$ cat src/rtl/ifb_pkg.sv
package ifb_pkg;

   // Mode of the buffer as seen by fetch.
   typedef enum logic {
      FE_ACTIVE = 1'b0,
      FE_IDLE   = 1'b1
   } fe_mode_e;

   // Token layout: {fault, ipr, ser, ndst, seq}; seq sits at bit 0 so that
   // the queues can compare it without knowing the flag positions.
   function automatic int tok_width(input int seq_w, input int dst_w);
      return seq_w + dst_w + 3;
   endfunction

endpackage

$ cat src/rtl/ifb_queue.sv
module ifb_queue #(
   parameter  int DEPTH = 8,
   parameter  int SEQ_W = 16,
   parameter  int DST_W = 3,
   parameter  int W     = 22,
   localparam int CW    = $clog2(DEPTH + 1),
   localparam int SW    = CW + DST_W
) (
   input  logic             clk,
   input  logic             rst_n,
   input  logic             push_i,
   input  logic [W-1:0]     push_data_i,
   input  logic             pop_i,
   input  logic             kill_i,
   input  logic             kill_all_i,
   input  logic [SEQ_W-1:0] kill_seq_i,
   output logic [W-1:0]     head_o,
   output logic [CW-1:0]    count_o,
   output logic [CW-1:0]    kill_cnt_o,
   output logic [SW-1:0]    kill_dst_o
);
   localparam int AW = $clog2(DEPTH);

   if (DEPTH < 2 || (1 << AW) != DEPTH) begin : g_bad_depth
      $error("ifb_queue: DEPTH must be a power of two, at least 2");
   end

   logic [W-1:0]     mem_q [DEPTH];
   logic [AW-1:0]    head_q;
   logic [AW-1:0]    tail;
   logic [CW-1:0]    cnt_q;
   logic [DEPTH-1:0] doomed;

   assign tail    = head_q + AW'(cnt_q);
   assign head_o  = mem_q[head_q];
   assign count_o = cnt_q;

   // A slot is doomed when it is occupied and younger than the kill point.
   for (genvar g = 0; g < DEPTH; g++) begin : g_slot
      logic [AW-1:0] off;
      logic          live;
      assign off       = AW'(g) - head_q;
      assign live      = {1'b0, off} < cnt_q;
      assign doomed[g] = live & (kill_all_i | (mem_q[g][SEQ_W-1:0] > kill_seq_i));
   end

   always_comb begin
      kill_cnt_o = '0;
      kill_dst_o = '0;
      for (int i = 0; i < DEPTH; i++) begin
         if (doomed[i]) begin
            kill_cnt_o = kill_cnt_o + CW'(1);
            kill_dst_o = kill_dst_o + SW'(mem_q[i][SEQ_W +: DST_W]);
         end
      end
   end

   always_ff @(posedge clk or negedge rst_n) begin
      if (!rst_n) begin
         head_q <= '0;
         cnt_q  <= '0;
      end else if (kill_i) begin
         if (kill_all_i) begin
            head_q <= '0;
            cnt_q  <= '0;
         end else begin
            cnt_q <= cnt_q - kill_cnt_o;
         end
      end else begin
         if (pop_i) head_q <= head_q + AW'(1);
         cnt_q <= cnt_q + CW'(push_i) - CW'(pop_i);
      end
   end

   always_ff @(posedge clk) begin
      if (!kill_i && push_i) mem_q[tail] <= push_data_i;
   end

   // never write into a full queue, never take from an empty one
   a_r11_no_overflow: assert property (@(posedge clk) disable iff (!rst_n)
      (!kill_i && push_i && !pop_i) |-> (cnt_q < CW'(DEPTH)));
   a_r10_no_underflow: assert property (@(posedge clk) disable iff (!rst_n)
      (!kill_i && pop_i) |-> (cnt_q != '0));

endmodule

$ cat src/rtl/ifb_hist.sv
module ifb_hist #(
   parameter int LAT = 4,
   parameter int DW  = 4
) (
   input  logic           clk,
   input  logic           rst_n,
   input  logic           adv_i,
   input  logic           in_i,
   input  logic           clr_all_i,
   input  logic           drop_i,
   input  logic [DW-1:0]  drop_n_i,
   output logic           release_o,
   output logic [LAT-1:0] bits_o
);
   // bit 0 holds the newest cycle, bit LAT-1 the one due for release
   logic [LAT-1:0] h_q;
   logic [LAT-1:0] h_drop;
   logic [DW-1:0]  left;

   // Clear the drop_n youngest recorded pushes.
   always_comb begin
      h_drop = h_q;
      left   = drop_n_i;
      for (int k = 0; k < LAT; k++) begin
         if (h_q[k] && left != '0) begin
            h_drop[k] = 1'b0;
            left      = left - DW'(1);
         end
      end
   end

   if (LAT == 1) begin : g_single
      always_ff @(posedge clk or negedge rst_n) begin
         if (!rst_n)         h_q <= '0;
         else if (clr_all_i) h_q <= '0;
         else if (drop_i)    h_q <= h_drop;
         else if (adv_i)     h_q <= in_i;
      end
   end else begin : g_shift
      always_ff @(posedge clk or negedge rst_n) begin
         if (!rst_n)         h_q <= '0;
         else if (clr_all_i) h_q <= '0;
         else if (drop_i)    h_q <= h_drop;
         else if (adv_i)     h_q <= {h_q[LAT-2:0], in_i};
      end
   end

   assign release_o = h_q[LAT-1];
   assign bits_o    = h_q;

endmodule

$ cat src/rtl/fetch_delay_buf.sv
module fetch_delay_buf #(
   parameter  int LAT         = 4,
   parameter  int STAGE_DEPTH = 8,
   parameter  int OUT_DEPTH   = 16,
   parameter  int MAX_BUF     = 12,
   parameter  int NUM_PHYS    = 64,
   parameter  int SEQ_W       = 16,
   parameter  int DST_W       = 3,
   localparam int CNT_W       = $clog2(STAGE_DEPTH + OUT_DEPTH + 1),
   localparam int FREE_W      = $clog2(NUM_PHYS + 1) + DST_W + 1
) (
   input  logic                     clk,
   input  logic                     rst_n,
   input  logic                     push_valid_i,
   input  logic [SEQ_W-1:0]         push_seq_i,
   input  logic [DST_W-1:0]         push_ndst_i,
   input  logic                     push_ser_i,
   input  logic                     push_ipr_i,
   input  logic                     push_fault_i,
   output logic                     push_ready_o,
   input  logic                     pop_en_i,
   input  logic                     rob_empty_i,
   output logic                     pop_valid_o,
   output logic [SEQ_W-1:0]         pop_seq_o,
   output logic [DST_W-1:0]         pop_ndst_o,
   output logic                     pop_ipr_o,
   output logic                     pop_fault_o,
   input  logic                     squash_i,
   input  logic [SEQ_W-1:0]         squash_seq_i,
   input  logic                     flush_i,
   output logic [CNT_W-1:0]         buf_count_o,
   output logic signed [FREE_W-1:0] free_regs_o,
   output logic                     rename_blk_o,
   output logic                     idle_o
);
   import ifb_pkg::*;

   localparam int TOK_W = tok_width(SEQ_W, DST_W);
   localparam int SER_B = SEQ_W + DST_W;
   localparam int IPR_B = SER_B + 1;
   localparam int FLT_B = SER_B + 2;
   localparam int SCW   = $clog2(STAGE_DEPTH + 1);
   localparam int OCW   = $clog2(OUT_DEPTH + 1);

   if (LAT < 1) begin : g_bad_lat
      $error("fetch_delay_buf: LAT must be at least 1");
   end
   if (STAGE_DEPTH < LAT) begin : g_bad_stage
      $error("fetch_delay_buf: STAGE_DEPTH must cover LAT cycles of pushes");
   end
   if (MAX_BUF < 1 || MAX_BUF > OUT_DEPTH) begin : g_bad_max
      $error("fetch_delay_buf: MAX_BUF must lie in 1..OUT_DEPTH");
   end

   logic                  kill;
   logic                  push_acc;
   logic                  xfer;
   logic                  pop_take;
   logic                  head_serial;
   logic [TOK_W-1:0]      push_tok;
   logic [TOK_W-1:0]      st_head;
   logic [TOK_W-1:0]      ou_head;
   logic [SCW-1:0]        st_cnt;
   logic [SCW-1:0]        st_kcnt;
   logic [SCW+DST_W-1:0]  st_kdst;
   logic [OCW-1:0]        ou_cnt;
   logic [OCW-1:0]        ou_kcnt;
   logic [OCW+DST_W-1:0]  ou_kdst;
   logic                  rel;
   logic [LAT-1:0]        hist_bits;
   logic signed [FREE_W-1:0] free_q;
   logic [FREE_W-1:0]     take_v;
   logic [FREE_W-1:0]     give_v;
   fe_mode_e              mode_q;

   assign kill     = squash_i | flush_i;
   assign push_tok = {push_fault_i, push_ipr_i, push_ser_i, push_ndst_i, push_seq_i};
   assign buf_count_o = CNT_W'(st_cnt) + CNT_W'(ou_cnt);

   assign push_ready_o = !kill && (buf_count_o < CNT_W'(MAX_BUF)) && (free_q > 0);
   assign push_acc     = push_valid_i && push_ready_o;
   assign xfer         = !kill && rel;

   assign head_serial = ou_head[SER_B] | ou_head[IPR_B];
   assign pop_valid_o = (ou_cnt != '0) && !kill && (!head_serial || rob_empty_i);
   assign pop_take    = pop_valid_o && pop_en_i;
   assign pop_seq_o   = ou_head[SEQ_W-1:0];
   assign pop_ndst_o  = ou_head[SEQ_W +: DST_W];
   assign pop_ipr_o   = ou_head[IPR_B];
   assign pop_fault_o = ou_head[FLT_B];

   ifb_queue #(
      .DEPTH(STAGE_DEPTH), .SEQ_W(SEQ_W), .DST_W(DST_W), .W(TOK_W)
   ) stage_q_i (
      .clk, .rst_n,
      .push_i(push_acc), .push_data_i(push_tok), .pop_i(xfer),
      .kill_i(kill), .kill_all_i(flush_i), .kill_seq_i(squash_seq_i),
      .head_o(st_head), .count_o(st_cnt), .kill_cnt_o(st_kcnt), .kill_dst_o(st_kdst)
   );

   ifb_queue #(
      .DEPTH(OUT_DEPTH), .SEQ_W(SEQ_W), .DST_W(DST_W), .W(TOK_W)
   ) out_q_i (
      .clk, .rst_n,
      .push_i(xfer), .push_data_i(st_head), .pop_i(pop_take),
      .kill_i(kill), .kill_all_i(flush_i), .kill_seq_i(squash_seq_i),
      .head_o(ou_head), .count_o(ou_cnt), .kill_cnt_o(ou_kcnt), .kill_dst_o(ou_kdst)
   );

   ifb_hist #(.LAT(LAT), .DW(SCW)) hist_i (
      .clk, .rst_n,
      .adv_i(!kill), .in_i(push_acc), .clr_all_i(flush_i),
      .drop_i(squash_i), .drop_n_i(st_kcnt),
      .release_o(rel), .bits_o(hist_bits)
   );

   assign take_v = push_acc ? FREE_W'(push_ndst_i) : '0;
   assign give_v = kill ? (FREE_W'(st_kdst) + FREE_W'(ou_kdst)) : '0;

   always_ff @(posedge clk or negedge rst_n) begin
      if (!rst_n) free_q <= FREE_W'(NUM_PHYS);
      else        free_q <= $signed($unsigned(free_q) - take_v + give_v);
   end

   always_ff @(posedge clk or negedge rst_n) begin
      if (!rst_n)        mode_q <= FE_IDLE;
      else if (flush_i)  mode_q <= FE_IDLE;
      else if (push_acc) mode_q <= FE_ACTIVE;
   end

   assign free_regs_o  = free_q;
   assign rename_blk_o = (free_q <= 0);
   assign idle_o       = (mode_q == FE_IDLE);

   // pending history pushes match the staged tokens
   a_r3_hist_tracks: assert property (@(posedge clk) disable iff (!rst_n)
      $countones(hist_bits) == int'(st_cnt));
   // a release never finds staging empty
   a_r3_release_backed: assert property (@(posedge clk) disable iff (!rst_n)
      xfer |-> (st_cnt != '0));
   // total occupancy never exceeds the cap
   a_r5_cap_held: assert property (@(posedge clk) disable iff (!rst_n)
      buf_count_o <= CNT_W'(MAX_BUF));
   // a squash only gives registers back
   a_r6_squash_returns: assert property (@(posedge clk) disable iff (!rst_n)
      (squash_i && !flush_i) |=> (free_regs_o >= $past(free_regs_o)));
   // a squash cycle never grows the buffer
   a_r7_squash_first: assert property (@(posedge clk) disable iff (!rst_n)
      squash_i |=> (buf_count_o <= $past(buf_count_o)));
   // a serializing head stays put while the reorder buffer is busy
   a_r8_serial_waits: assert property (@(posedge clk) disable iff (!rst_n)
      (!kill && pop_en_i && ou_cnt != '0 && head_serial && !rob_empty_i)
      |=> (ou_cnt >= $past(ou_cnt)));
   // a flush empties the block and returns it to idle
   a_r9_flush_clears: assert property (@(posedge clk) disable iff (!rst_n)
      flush_i |=> (buf_count_o == '0 && idle_o));

endmodule

$ cat config.mk
export PLATFORM = sky130hd
export DESIGN_NAME = fetch_delay_buf
export DESIGN_NICKNAME = d
export VERILOG_FILES = /design/src/rtl/ifb_pkg.sv /design/src/rtl/ifb_queue.sv /design/src/rtl/ifb_hist.sv /design/src/rtl/fetch_delay_buf.sv
export SDC_FILE = /design/constraint.sdc
export NUM_CORES = 1
export LEC_CHECK = 0
export BUFFER_PORTS_ARGS = -buffer_cell sky130_fd_sc_hd__buf_2
export CAP_MARGIN = 20
export CORE_MARGIN = 10
export CORE_UTILIZATION = 39
export CTS_CLUSTER_SIZE = 12
export DETAILED_ROUTE_END_ITERATION = 8
export PLACE_DENSITY = 0.63
export SLEW_MARGIN = 0
export SYNTH_ARGS = -nofsm -noshare
export SYNTH_HDL_FRONTEND = slang
export SYNTH_SLANG_ARGS = --single-unit
$ cat constraint.sdc
create_clock -name clk -period 23.3 [get_ports clk]
set_input_delay 2.33 -clock clk [delete_from_list [all_inputs] [get_ports clk]]
set_output_delay 2.33 -clock clk [all_outputs]
set_load 0.02 [all_outputs]
==> flow_summary.json, run 1 <==
{
  "drc": 0,
  "ys.flop_type": "edfxtp_1",
  "yosysTopAreaCell": "edfxtp_1",
  "setup_viol": 0,
  "dr.pass1.iters": 5,
  "holdPathStages": 2,
  "final_net_count": 4127,
  "routabilityCongestion": 0.9264,
  "drt-total-wl_um": 111100,
  "die_h_um": 340.4,
  "insertion_delay_ns": 0.71,
  "cpMostUsedCell": "fa_1",
  "arrival_ns": 19.70,
  "track_usage_pct": 18.72,
  "rsz0062_at_grt": "no",
  "die_w_um": 340.4,
  "critical_path_class": "input pin to flip-flop",
  "synthArstFlopShare_pct": 5.714,
  "ys_seq_area_share_pct": 41.61,
  "setup-tns-final_ns": 0,
  "fmax_mhz": 52.23,
  "cp_slowest_cell": "fa_1",
  "syn_nets": 3993,
  "finalHoldViolations": 0,
  "postCtsSetupBuffers": 0,
  "yosys.area.top_type_share_pct": 39.60,
  "min_period_ns": 19.15,
  "grt-ovfl-total": 0,
  "avgSynthCellArea_um2": 11.99,
  "vias": 27714,
  "first_iter_violations": 2291,
  "antenna_found_initial": 10,
  "max-slew-margin-rel_pct": 17.27,
  "fin_crit_sh_pct": 82.17,
  "drive_gt1_share_pct": 13.93,
  "cts.path.max_buffers": 3,
  "drv_slew": 0,
  "r2r_cells": 66,
  "hpwl_um": 83890,
  "synth_cell_type_count": 92,
  "area_growth_pct": 11.04,
  "required_ns": 23.85,
  "cts_made_buffers": 60,
  "routedWlPerCell_um": 22.73,
  "grt_start_max_net_pins": 62,
  "outcome": "complete, no violations",
  "dieArea_um2": 115900,
  "antenna_left": 0,
  "ys_top_cells_by_area": "edfxtp_1, ha_1, mux4_2",
  "hold_buffers": 0,
  "ys_ff_latch": 560,
  "ctsHtreeMaxLevel": 2,
  "syn_area_um2": 40030,
  "synth_cells": 3340,
  "grt_pass1_wl_um": 169400,
  "grt_pass1_vias": 28064,
  "start_util_pct": 39.29,
  "synth-edff-count": 528,
  "tightest_slew_ns": 1.225,
  "cp_max_fo": 24,
  "io_pins": 86,
  "design.core.area_um2": 101900,
  "clock-sinks": 560,
  "cp-end-kind": "flip-flop",
  "port-buffer-count": 85,
  "yosysWarnings": 0,
  "maxCapViolCount": 0,
  "clock_skew_ns": 0.08056,
  "hp-class": "flip-flop to flip-flop",
  "cts_root_buf": "clkbuf_16",
  "via_per_inst": 5.670,
  "start_kind": "input pin",
  "clk_pin_slew_ns": 0.07,
  "cpPeakStageDelay_ns": 0.54,
  "fp-row-count": 117,
  "cts_tree": "done",
  "cts_resized": 0
}
## worst max-delay path, delay by kind of cell
family | cells | cell delay, ns
adder cells (fa/ha/maj) | 20 | 8.98
buffers and inverters | 8 | 0.90
XOR/XNOR | 1 | 0.13
multiplexers | 8 | 2.18
AO/OA/AOI/OAI | 22 | 4.05
AND/OR/NAND/NOR | 11 | 1.08
## layout make-up
| type | count | area (um^2) |
|---|---|---|
| multi-input combinational | 2466 | 22330 |
| tap | 1368 | 1712 |
| antenna | 2 | 5.005 |
| inverter | 245 | 919.6 |
| timing repair buffer | 141 | 843.3 |
| clock inverter | 31 | 396.6 |
| sequential | 560 | 16670 |
| fill | 9438 | 57440 |
| clock buffer | 75 | 1578 |
## cells in the mapped netlist (27+ instances only)
cell type and n:
mux2_2 45, o21a_1 74, fa_1 34, nor2_1 142, inv_1 242, nand3_1 58, a211oi_1 27, a21o_1 91
o21ai_0 110, nand4_1 74, nor2b_1 80, nand2b_1 29, a21oi_1 188, mux4_2 154, clkbuf_1 44, nand2_1 226
nor3_1 48, edfxtp_1 528, mux2i_1 32, ha_1 574, dfrtp_1 30, xor2_1 51, xnor2_1 120
## cells in the final DEF, fill, tap and decap left out, types with 15 or more instances in the layout
cell	instances
and2_1	22
nor2_1	122
nand2_1	226
mux4_2	154
edfxtp_1	528
a31oi_1	16
inv_1	242
xor2_1	51
or3_1	15
clkbuf_16	60
nand4_1	74
clkinv_1	15
mux2i_1	32
o21ai_0	108
mux2_2	45
a211oi_1	26
nor3_1	44
buf_4	55
nand2b_1	29
buf_2	85
xnor2_1	120
nand3_1	58
dfrtp_1	26
nor4_1	19
nor2b_1	80
o211ai_1	20
ha_1	574
o21a_1	74
a21oi_1	188
fa_1	34
a21o_1	91
## routing by layer
metal	GRT usage [%]	share of wire (%)	vias up
met2	32.14	48	796
met3	2.151	5.2	168
met5	0	0.024	-
li1	-	-	13025
met4	6.615	3.5	4
met1	24.22	43	13721
## stage by stage
stage               setup slack, ns  hold slack (ns)  area [um^2]  utilization, %  std cells
floorplan                     4.767           0.4793        40030               -       3340
global placement              3.845           0.4913        42460           41.67       4778
detailed placement            3.591           0.4888        42470           41.68       4779
CTS                           4.210           0.4996        44440           43.62       4885
global route                  3.162           0.5284        44450           43.63       4888
finish                        4.154           0.5057        44450           43.63       4888
## flip-flops by register name, summed over array words and instances (netlist names)
register	cells
free_regs_o	11
hist_i.bits_o	4
idle_o	1
out_q_i.count_o	5
out_q_i.head_q	4
out_q_i.mem_q	352
stage_q_i.count_o	4
stage_q_i.head_q	3
stage_q_i.mem_q	176
## worst paths after layout
kind | to | slack (ns) | from
min | idle_o | 0.51 | idle_o
max | free_regs_o[9] | 4.15 | squash_seq_i[9]
min in group asynchronous | free_regs_o[10] | 1.78 | rst_n
max reg2reg | free_regs_o[9] | 5.42 | out_q_i.head_q[0]
max in group asynchronous | out_q_i.head_q[0] | 20.90 | rst_n
min reg2reg | idle_o | 0.51 | idle_o
## cell families (layout without fill, tap and decap cells)
logic type / after synthesis / after routing / synth area share (%)
and+or+nand+nor: 788 / 788 / 10.02
AOI/OAI and AO/OA: 654 / 654 / 10.65
adders and majority gates: 610 / 610 / 19.69
DFF: 560 / 560 / 41.61
buffers and inverters: 314 / 492 / 2.950
muxes: 232 / 232 / 10.77
xor gates and xnor gates: 182 / 182 / 4.307
other: 0 / 2 / 0
Power of run 1 is left out: the tool's default activity adds up to more than one toggle a clock period on the data nets, which glitch-free logic cannot reach.
==> run 2: changes to the inputs <==
==> constraint.sdc (replaced) <==
create_clock -name clk -period 18.2 [get_ports clk]
set_input_delay 1.82 -clock clk [delete_from_list [all_inputs] [get_ports clk]]
set_output_delay 1.82 -clock clk [all_outputs]
set_load 0.02 [all_outputs]
==> flow_summary.json, run 2 (same netlist as run 1, synthesis figures left out) <==
{
  "outcome": "complete, no violations",
  "cts.path.max_buffers": 3,
  "fp-row-count": 117,
  "cpMostUsedCell": "fa_1",
  "setup_ws_ns": 0.8125,
  "setup_viol": 0,
  "postPlaceCellArea_um2": 42870,
  "drt-total-wl_um": 111900,
  "clk_pin_slew_ns": 0.07,
  "placedCellCount": 4833,
  "hp-class": "flip-flop to flip-flop",
  "diodes": 0,
  "required_ns": 18.76,
  "hpwl_um": 85880,
  "cp-end-kind": "flip-flop",
  "track_usage_pct": 18.98,
  "grt_pass1_vias": 28624,
  "ctsHtreeMaxLevel": 2,
  "cts_root_buf": "clkbuf_16",
  "final_common_cell": "ha_1",
  "fin_crit_sh_pct": 95.54,
  "clock_skew_ns": 0.05965,
  "design.core.area_um2": 101900,
  "rr_startpoint": "out_q_i.head_q[0]",
  "max-slew-margin-rel_pct": 28.08,
  "fmax_mhz": 57.51,
  "insertion_delay_ns": 0.69,
  "final_net_count": 4185,
  "area_growth_pct": 11.97,
  "finalHoldViolations": 0,
  "stdcell_area_um2": 44830,
  "antenna_found_initial": 4,
  "die_w_um": 340.4,
  "tightest_slew_ns": 1.062,
  "min-delay-start": "idle_o",
  "grt_start_max_net_pins": 63,
  "critical_path_buf_inv_count": 9,
  "drv_slew": 0,
  "io_pins": 86,
  "grt-ovfl-total": 0,
  "min_period_ns": 17.39,
  "first_iter_violations": 2069,
  "cpPeakStageDelay_ns": 0.52,
  "regMostFlops": "out_q_i.mem_q",
  "fin_cells": 4946,
  "die_h_um": 340.4,
  "routabilityCongestion": 0.8924,
  "cp_top_family": "adder cells",
  "drive_gt1_share_pct": 15.85,
  "cp_max_fo": 3,
  "final_cell_mix": "ha_1, edfxtp_1, inv_1",
  "hold_buffers": 0,
  "via_per_inst": 5.670,
  "cp_slowest_cell": "fa_1",
  "vias": 28044,
  "antenna_left": 0,
  "critical_path_class": "input pin to flip-flop",
  "largest_register_ffs": 352,
  "start_kind": "input pin",
  "port-buffer-count": 85,
  "drc": 0,
  "arrival_ns": 17.95,
  "clock-sinks": 560,
  "startpoint": "squash_seq_i[1]",
  "dpl_worst_slack_ns": -0.5413,
  "start_util_pct": 39.29,
  "cts_tree": "done",
  "dieArea_um2": 115900,
  "cts_made_buffers": 61,
  "maxCapViolCount": 0,
  "grt_pass1_wl_um": 172600,
  "routedWlPerCell_um": 22.62,
  "dr.pass1.iters": 7
}
run 2: worst reg2reg max path, delay by kind of cell (launching register included):
| family | cells | cell delay (ns) |
|---|---|---|
| fa+ha+maj | 21 | 8.59 |
| compound gates | 19 | 3.14 |
| mux | 8 | 2.23 |
| simple gates | 13 | 1.27 |
| buf+inv | 7 | 0.66 |
| flops | 1 | 0.65 |
| xor+xnor | 2 | 0.26 |
run 2: final cells by class:
cell class | instances | area (um^2)
sequential | 560 | 16670
inverter | 245 | 919.6
timing repair buffer | 198 | 1271
fill | 9369 | 57060
tap | 1368 | 1712
clock inverter | 32 | 261.5
clock buffer | 77 | 1597
multi-input combinational | 2466 | 22400
run 2: timing repair:
item                                    CTS  global route
hold endpoints to repair                  0             0
setup buffers                             0             4
endpoints found under the setup margin    0             7
resized for setup                         0            27
run 2: final timing paths:
check | to | slack, ns | cells after the start
min | idle_o | 0.51 | 2
max reg2reg | free_regs_o[10] | 1.34 | 70
min reg2reg | idle_o | 0.51 | 2
max in group asynchronous | out_q_i.head_q[1] | 16.28 | 1
min in group asynchronous | free_regs_o[9] | 1.28 | 1
max | free_regs_o[10] | 0.81 | 74
run 2: per-layer routing:
metal / up-vias / track usage [%] / share of wire [%]
li1: 13148 / - / -
met5: - / 0 / 0.0063
met4: 2 / 5.184 / 2.8
met3: 141 / 2.318 / 5.1
met1: 13945 / 25.10 / 44
met2: 808 / 32.54 / 48
run 2: through the flow:
stage	hold WS (ns)	setup TNS (ns)	utilization, %
CTS	0.5077	0	43.90
global route	0.5354	-0.1029	44.00
global placement	0.4893	-0.2746	42.07
finish	0.5079	0	44.00
floorplan	0.4793	0	-
detailed placement	0.4899	-1.890	42.07
Power of run 2 is left out for the same reason.
